$ cat src/rtl/ifu_pkg.sv
package ifu_pkg;

    typedef enum logic [1:0] {
        ST_FETCH = 2'd0,
        ST_PTR   = 2'd1,
        ST_EA    = 2'd2
    } fetch_st_e;

endpackage

$ cat src/rtl/ifu_slot_insert.sv
module ifu_slot_insert #(
    parameter int WORD_W = 16,
    parameter int WORDS  = 3,
    parameter int SLOT_W = 2,
    localparam int INSTR_W = WORD_W * WORDS
) (
    input  logic [INSTR_W-1:0] ir_i,
    input  logic [WORD_W-1:0]  word_i,
    input  logic [SLOT_W-1:0]  slot_i,
    input  logic               en_i,
    output logic [INSTR_W-1:0] ir_o
);

    // Slot 0 is the most significant word of the instruction.
    for (genvar k = 0; k < WORDS; k++) begin : g_slot
        localparam int HI = (WORDS - k) * WORD_W - 1;
        assign ir_o[HI -: WORD_W] = (en_i && (slot_i == SLOT_W'(k))) ? word_i
                                                                     : ir_i[HI -: WORD_W];
    end

endmodule

$ cat src/rtl/ifu_field_split.sv
module ifu_field_split #(
    parameter int INSTR_W = 48,
    parameter int ADDR_W  = 19,
    parameter int OPC_W   = 5,
    parameter int MODE_W  = 3
) (
    input  logic [INSTR_W-1:0] ir_i,
    output logic [OPC_W-1:0]   opc_o,
    output logic [MODE_W-1:0]  mode_o,
    output logic [ADDR_W-1:0]  op1_o,
    output logic [ADDR_W-1:0]  op2_o
);

    localparam int OPC_LO  = INSTR_W - OPC_W;
    localparam int MODE_LO = OPC_LO - MODE_W;
    localparam int OP1_LO  = ADDR_W;
    localparam int PAD_W   = MODE_LO - 2 * ADDR_W;

    assign opc_o  = ir_i[INSTR_W-1 -: OPC_W];
    assign mode_o = ir_i[OPC_LO-1 -: MODE_W];
    assign op1_o  = ir_i[OP1_LO +: ADDR_W];
    assign op2_o  = ir_i[ADDR_W-1:0];

    if (PAD_W > 0) begin : g_pad
        logic unused_pad;
        assign unused_pad = ^ir_i[MODE_LO-1 -: PAD_W];
    end

endmodule

$ cat src/rtl/ifu_ptr_merge.sv
module ifu_ptr_merge #(
    parameter int WORD_W = 16,
    parameter int ADDR_W = 19
) (
    input  logic [ADDR_W-1:0] base_i,
    input  logic [WORD_W-1:0] word_i,
    output logic [ADDR_W-1:0] addr_o
);

    if (ADDR_W > WORD_W) begin : g_keep_top
        logic unused_low;
        assign unused_low = ^base_i[WORD_W-1:0];
        assign addr_o     = {base_i[ADDR_W-1:WORD_W], word_i};
    end else begin : g_word_only
        logic unused_all;
        assign unused_all = ^{base_i, word_i};
        assign addr_o     = word_i[ADDR_W-1:0];
    end

endmodule

$ cat src/rtl/ifetch_seq.sv
module ifetch_seq
    import ifu_pkg::*;
#(
    parameter int WORD_W   = 16,
    parameter int ADDR_W   = 19,
    parameter int WORDS    = 3,
    parameter int OPC_W    = 5,
    parameter int MODE_W   = 3,
    parameter int IND_MODE = 2
) (
    input  logic              clk_i,
    input  logic              rst_i,
    output logic              mem_req_o,
    output logic [ADDR_W-1:0] mem_addr_o,
    input  logic [WORD_W-1:0] mem_rdata_i,
    input  logic              mem_rdy_i,
    output logic [ADDR_W-1:0] ip_o,
    output logic              instr_vld_o,
    output logic [OPC_W-1:0]  opcode_o,
    output logic [MODE_W-1:0] amode_o,
    output logic [ADDR_W-1:0] opnd1_o,
    output logic [ADDR_W-1:0] opnd2_o,
    output logic              ptr_vld_o
);

    localparam int INSTR_W = WORD_W * WORDS;
    localparam int CNT_W   = (WORDS > 1) ? $clog2(WORDS) : 1;

    typedef struct packed {
        fetch_st_e          st;
        logic [CNT_W-1:0]   wcnt;
        logic [ADDR_W-1:0]  ip;
        logic [ADDR_W-1:0]  mar;
        logic [INSTR_W-1:0] ir;
        logic               vld;
    } regs_t;

    regs_t cur_q, nxt_d;

    logic [INSTR_W-1:0] ir_ins;
    logic [ADDR_W-1:0]  ptr_addr;
    logic [ADDR_W-1:0]  ip_step;
    logic               in_fetch;
    logic               word_last;

    assign in_fetch  = (cur_q.st == ST_FETCH);
    assign word_last = (cur_q.wcnt == CNT_W'(WORDS - 1));
    assign ip_step   = cur_q.ip + ADDR_W'(WORDS);

    ifu_slot_insert #(
        .WORD_W (WORD_W),
        .WORDS  (WORDS),
        .SLOT_W (CNT_W)
    ) u_insert (
        .ir_i   (cur_q.ir),
        .word_i (mem_rdata_i),
        .slot_i (cur_q.wcnt),
        .en_i   (in_fetch & mem_rdy_i),
        .ir_o   (ir_ins)
    );

    // Mode and operand 1 sit in the earlier words, so on the last word
    // they are already decodable from the held register.
    ifu_field_split #(
        .INSTR_W (INSTR_W),
        .ADDR_W  (ADDR_W),
        .OPC_W   (OPC_W),
        .MODE_W  (MODE_W)
    ) u_split (
        .ir_i   (cur_q.ir),
        .opc_o  (opcode_o),
        .mode_o (amode_o),
        .op1_o  (opnd1_o),
        .op2_o  (opnd2_o)
    );

    ifu_ptr_merge #(
        .WORD_W (WORD_W),
        .ADDR_W (ADDR_W)
    ) u_merge (
        .base_i (cur_q.mar),
        .word_i (mem_rdata_i),
        .addr_o (ptr_addr)
    );

    always_comb begin
        nxt_d     = cur_q;
        nxt_d.vld = 1'b0;
        unique case (cur_q.st)
            ST_FETCH: begin
                if (mem_rdy_i) begin
                    nxt_d.ir = ir_ins;
                    if (word_last) begin
                        nxt_d.wcnt = '0;
                        nxt_d.vld  = 1'b1;
                        nxt_d.ip   = ip_step;
                        if (amode_o == MODE_W'(IND_MODE)) begin
                            nxt_d.mar = opnd1_o;
                            nxt_d.st  = ST_PTR;
                        end else begin
                            nxt_d.mar = ip_step;
                        end
                    end else begin
                        nxt_d.wcnt = cur_q.wcnt + CNT_W'(1);
                        nxt_d.mar  = cur_q.mar + ADDR_W'(1);
                    end
                end
            end
            ST_PTR: begin
                if (mem_rdy_i) begin
                    nxt_d.mar = ptr_addr;
                    nxt_d.st  = ST_EA;
                end
            end
            ST_EA: begin
                nxt_d.mar = cur_q.ip;
                nxt_d.st  = ST_FETCH;
            end
            default: begin
                nxt_d.st = ST_FETCH;
            end
        endcase
    end

    always_ff @(posedge clk_i) begin
        if (rst_i) begin
            cur_q <= '{st: ST_FETCH, wcnt: '0, ip: '0, mar: '0, ir: '0, vld: 1'b0};
        end else begin
            cur_q <= nxt_d;
        end
    end

    assign mem_req_o   = in_fetch | (cur_q.st == ST_PTR);
    assign mem_addr_o  = cur_q.mar;
    assign ip_o        = cur_q.ip;
    assign instr_vld_o = cur_q.vld;
    assign ptr_vld_o   = (cur_q.st == ST_EA);

endmodule

$ cat config.mk
export PLATFORM = sky130hd
export DESIGN_NAME = ifetch_seq
export DESIGN_NICKNAME = d
export VERILOG_FILES = /design/src/rtl/ifu_pkg.sv /design/src/rtl/ifu_slot_insert.sv /design/src/rtl/ifu_field_split.sv /design/src/rtl/ifu_ptr_merge.sv /design/src/rtl/ifetch_seq.sv
export SDC_FILE = /design/constraint.sdc
export NUM_CORES = 1
export LEC_CHECK = 0
export BUFFER_PORTS_ARGS = -buffer_cell sky130_fd_sc_hd__buf_2
export CORE_MARGIN = 4
export CORE_UTILIZATION = 24
export DETAILED_ROUTE_END_ITERATION = 10
export PLACE_DENSITY = 0.5
export SYNTH_ARGS = -nofsm -noshare
export SYNTH_HDL_FRONTEND = slang
export SYNTH_SLANG_ARGS = --single-unit
$ cat constraint.sdc
create_clock -name clk_i -period 2.2 [get_ports clk_i]
set_input_delay 0.33 -clock clk_i [delete_from_list [all_inputs] [get_ports clk_i]]
set_output_delay 0.33 -clock clk_i [all_outputs]
set_load 0.005 [all_outputs]
# --- Word level (Yosys, flattened, before mapping) ---
# Cells that the tools add are included.
totals:
  ff_bits: 91
  input_bits: 19
  out_inout_bits: 87
  wordCells: 57
classes:
  addsub: 3
  eq_ne: 9
  mux: 15
  bitwise_logic: 5
  reduce_logical: 16
op_table:
  columns: ["cell", "n"]
  rows:
  - ["two-way mux 91 bit", 1]
  - ["two-way mux 16 bit", 4]
  - ["two-way mux 19 bit", 3]
  - ["case mux 19 bit (3 select lines)", 1]
  - ["adder 19 x 1 -> 19 bit (second input constant)", 1]
  - ["adder 19 x 2 -> 19 bit (second input constant)", 1]
  - ["AND reduction 3 bit", 6]
  - ["two-way mux 2 bit", 4]
  - ["== test 2 x 1 -> 1 bit (second input constant)", 2]
  - ["== test 2 bit (second input constant)", 2]
  - ["zero test 2 bit", 2]
  - ["inequality test 2 x 1 -> 1 bit (second input constant)", 2]
  - ["inequality test 2 bit (second input constant)", 2]
  - ["case mux 2 bit (2 select lines)", 1]
  - ["AND reduction 4 bit", 1]
  - ["== test 3 x 2 -> 1 bit (second input constant)", 1]
  - ["logical AND 1 bit", 3]
  - ["inverter 1 bit", 3]
  - ["nonzero test 3 bit", 1]
  - ["OR reduction 3 bit", 1]
  - ["adder 2 x 1 -> 2 bit (second input constant)", 1]
  - ["AND reduction 2 bit", 1]
  - ["nonzero test 2 bit", 1]
  - ["bitwise AND 1 bit", 1]
  - ["other kinds (2)", 2]

# --- Longest topological paths before layout ---
depth:
  ltp_word: 6
  depth_mapped: 10
  mapped_depth_nobuf: 7

# --- By module ---
# From an unflattened synthesis, not the netlist that was laid out.
unflattened:
  hier_cells: 771
  hier_area_um2: 6195.9
by_module_without_submodules:
  columns: ["mod", "n_inst", "cells_each", "area_per_inst_um2", "seq_area_each_um2"]
  rows:
  - ["ifetch_seq", 1, 652, 5093.6, 1821.7]
  - ["ifu_slot_insert", 1, 54, 614.3, 0.0]
  - ["ifu_field_split", 1, 46, 345.3, 0.0]
  - ["ifu_ptr_merge", 1, 19, 142.6, 0.0]

# --- Least setup slack after synthesis ---
# No wires, ideal clock.
synth_timing:
  kind: "register to register"
  startpoint: "register cur_q[90] in the netlist's numbering"
  endpoint: "register cur_q (netlist bit mem_addr_o[0])"
  setup_time_ps: 86
  arrival_ps: 1758
  required_time_ps: 2114
  slack_ps: 357
  path_stages_with_launch: 8
  n_path_buf: 2
  synth_period_minus_slack_ps: 1843
  path_cell_list: "dfxtp_1 > inv_1 > ha_1 > and2_1 > clkbuf_1 > clkbuf_1 > a221oi_1 > a211oi_1"
synth_via:
  elab_chain_len: 3
  elab_cells_between_ends: 8
  classes_between: "eq/ne (4); mux (1); reduce/logical (3)"
synth_rtl:
  columns: ["element", "line_no", "rtl"]
  rows:
  - ["from (decl)", "ifetch_seq.sv:38", "regs_t cur_q, nxt_d;"]
  - ["from (signal assigned)", "ifetch_seq.sv:127", "cur_q <= '{st: ST_FETCH, wcnt: '0, ip: '0, mar: '0, ir: '0, vld: 1'b0};"]
  - ["from (signal assigned)", "ifetch_seq.sv:129", "cur_q <= nxt_d;"]
  - ["== test 2 x 1 -> 1 bit, or another cell as far along", "ifetch_seq.sv:89", "unique case (cur_q.st)"]
  - ["inequality test 2 bit (no line) / nonzero test 3 bit (equally long branches)", null, null]
  - ["AND reduction 3 bit (no line)", null, null]
# Parallel ways exist; a longest one is shown, timed or not.
# A chain may end at the register's enable or synchronous reset.

# --- Final worst setup path ---
layout_timing:
  startpoint: "register cur_q (netlist bit ip_o[0])"
  endpoint: "register cur_q (netlist bit ip_o[18])"
layout_via:
  elab_chain_len: 1
layout_rtl:
  columns: ["element", "line_no", "rtl"]
  rows:
  - ["adder 19 x 2 -> 19 bit", "ifetch_seq.sv:48", "assign ip_step = cur_q.ip + ADDR_W'(WORDS);"]
# No other way between the ends.

==> flow_summary.ini <==
[status]
status = finished clean

[place]
gp_congestion = 0.858
hpwl_mm = 13.6
placed_area_um2 = 5660
numPortBuffers = 105

[synthesis]
ys_seq_area_share_pct = 33.5
syn_avg_cell_area_um2 = 7.80
syn_area_um2 = 5320
yosysWarnings = 0
yosysTopAreaCell = dfxtp_1
synth_edf_count = 0
synth_nets = 706
ys_async_sr_fraction_pct = 0
synth-main-ff-cell = dfxtp_1
syn_inst = 682
synth_cell_types = 61
ys_ff_latch = 89
yosys-top-cells-area = dfxtp_1 33%, buf_4 12%, nand2_1 8.7%, a21oi_1 6.3%, nor2_1 3.7%
yosysTopAreaCellShare_pct = 33.5

[sta]
tns_ns = 0
hold_viol = 0
relSlewSlack_pct = 66.1
rsz0062_at_grt = false
setup_viol = 0
period_needed_ns = 1.99
drv_slew = 0
finalCritPeriodShare_pct = 90.7
clock.fmax_ghz = 0.501
finalClockSkew_ns = 0.00679
worst_pin_slew_ns = 0.509

[cts]
clkSinkCount = 89
cts_root_buffer = clkbuf_16
h-tree-depth = 3
clockBufferDepth = 2
cts_tree = built
clkTransAtPathRegs_ns = 0.06
clk_latency_ns = 0.35
numCtsBuffers = 9
postCtsSetupBuffers = 0

[layout]
layout.nets = 726
syn2layout_area_growth_pct = 12.1
mostFrequentLayoutCells = 122 x nand2_1, 105 x buf_2, 89 x dfxtp_1, 67 x a21oi_1, 52 x nor2_1
stdcell_area_um2 = 5960
fill_cells = 2404
antenna_cells = 0
layout_commonest_cell = nand2_1
drive_gt1_share_pct = 25.0

[detailed_routing]
drc = 0
drt_first_pass_iters = 5
wl_per_cell_um = 18.5
vias = 4724
drt-total-wl_mm = 18.3
postRouteAntennaNets = 0
drt-vias-per-instance = 4.80
drt_iter0_markers = 266

[pwr]
switching_share_pct = 26.6
p_leak_uw = 0.00239
irDropWorstVdd_mv = 0.355
seqPwrFrac_pct = 46.3
combPwrFrac_pct = 12.6
clkPwrFrac_pct = 41.1
switching_power_uw = 993
internal_power_uw = 2740
power.density_nw_per_um2 = 627

[worst_hold_path]
worstHoldStart = mem_rdata_i[7]
hold_class = in -> reg
hold_end = cur_q[8]$_SDFFE_PP0P_
hold_depth = 3

[worst_setup_path]
rr_worst_depth = 6
endpoint_kind = flop
arrival_ns = 2.27
r2r_end = ip_o[18]$_SDFFE_PP0P_
critPathMaxFanout = 7
crit_path_start_kind = flop
cp.required_ns = 2.47
crit_type = reg -> reg
rrSetupSlack_ns = 0.21
reg2reg_from = ip_o[0]$_SDFFE_PP0P_

[global_routing]
gr-total-overflow = 0
grt_pass1_wl_mm = 28.0
grtUsageTotal_pct = 14.9
grt_antenna_before_repair = 1
grt_pass1_vias = 4494
grt_max_degree = 91

[floorplanning]
io_pins = 106
die_area_um2 = 24600
start_util_pct = 24.4
die_x_um = 157
core_um2 = 21800
fp.dieH_um = 157
num_rows = 54

[run]
max_cap_viol_count = 0
==> kinds of logic (layout without fill, tap and decap cells) <==
kind of cell,after synthesis,after routing,synth area share [%]
simple gates,255,255,23.2
flops,89,89,33.5
mux,6,6,1.15
fa+ha+maj,5,5,1.18
compound gates,153,153,18.8
buf+inv,136,159,15.9
xor+xnor,38,38,6.26
==> stage by stage <==
| step | total power, uW | setup slack (ns) | hold slack [ns] | utilization [%] | cells |
|---|---|---|---|---|---|
| after floorplan | 2060 | 0.357 | 0.437 | - | 682 |
| after global placement | 2240 | 0.142 | 0.439 | 25.9 | 971 |
| after detailed placement | 2240 | 0.0637 | 0.444 | 25.9 | 971 |
| after CTS | 3790 | 0.0392 | 0.254 | 27.2 | 985 |
| after global routing | 3910 | 0.0260 | 0.272 | 27.3 | 985 |
| final | 3740 | 0.205 | 0.262 | 27.3 | 985 |
==> critical path, cell delays in order (launching register included) <==
cell	delay [ns]
dfxtp_1	0.32
inv_1	0.04
ha_1	0.24
and4b_1	0.46
nand4_1	0.32
or3_1	0.39
a21oi_1	0.14
==> cell usage after synthesis (2+ instances only) <==
| cell | number |
|---|---|
| o21ai_0 | 19 |
| or3_1 | 8 |
| a211o_1 | 2 |
| clkbuf_1 | 31 |
| nor3_1 | 14 |
| xor2_1 | 22 |
| nand2b_1 | 3 |
| a21oi_1 | 67 |
| nor4_4 | 3 |
| nor2_2 | 2 |
| buf_1 | 2 |
| buf_2 | 10 |
| a221oi_1 | 11 |
| a22oi_1 | 2 |
| o32ai_1 | 2 |
| nand3_1 | 20 |
| mux2i_1 | 5 |
| and4_1 | 2 |
| o22ai_1 | 5 |
| dfxtp_1 | 89 |
| ha_1 | 5 |
| a311oi_1 | 2 |
| and3_1 | 2 |
| o211ai_1 | 5 |
| nor2_1 | 52 |
| nand2_1 | 123 |
| o31ai_1 | 4 |
| nand4_1 | 5 |
| a31oi_1 | 2 |
| inv_1 | 7 |
| a221o_1 | 6 |
| xnor2_1 | 16 |
| nand4_4 | 2 |
| a21o_1 | 2 |
| and2_1 | 7 |
| a211oi_1 | 7 |
| o221ai_1 | 9 |
| buf_4 | 84 |
==> sequential cells by signal, summed over array words and instances (netlist names) <==
name         flops
cur_q           50
instr_vld_o      1
ip_o            19
mem_addr_o      19
==> cell type report <==
| cell class | count | area [um^2] | share of cell area [%] |
|---|---|---|---|
| multi-input cells | 457 | 2720 | 45.6 |
| clock inverters | 4 | 45.0 | 0.756 |
| well taps | 280 | 350 | 5.88 |
| repair buffers | 138 | 798 | 13.4 |
| clock buffers | 10 | 239 | 4.01 |
| flip-flops and latches | 89 | 1780 | 29.9 |
| inverters | 7 | 26.3 | 0.441 |
==> power groups by stage <==
stage	sequential (uW)	clock, uW	combinational (uW)
floorplan	1750	0	305
global placement	1770	0	473
detailed placement	1770	0	472
CTS	1730	1580	474
global route	1740	1650	522
finish	1730	1530	471
==> worst max path at each step <==
stage	start	end
floorplan	cur_q[90]$_SDFFE_PP0P_	mem_addr_o[0]$_SDFFE_PP0P_
global placement	cur_q[89]$_SDFFE_PP0P_	mem_addr_o[17]$_SDFFE_PP0P_
detailed placement	cur_q[90]$_SDFFE_PP0P_	mem_addr_o[17]$_SDFFE_PP0P_
CTS	cur_q[90]$_SDFFE_PP0P_	mem_addr_o[17]$_SDFFE_PP0P_
global route	cur_q[90]$_SDFFE_PP0P_	ip_o[18]$_SDFFE_PP0P_
finish	ip_o[0]$_SDFFE_PP0P_	ip_o[18]$_SDFFE_PP0P_
==> routing by layer <==
metal | up-vias | track usage [%] | routed length, um
li1 | 2318 | - | -
met1 | 2207 | 21.4 | 8720
met2 | 176 | 21.6 | 7840
met3 | 21 | 3.84 | 1380
met4 | 2 | 4.79 | 330
met5 | - | 0 | 1
==> repair_timing <==
item / 4_1_cts / 5_1_grt
setup endpoints to repair: 0 / 8
resized for setup: 0 / 5
hold buffers: 0 / 0
(Power assumes the default switching activity.)
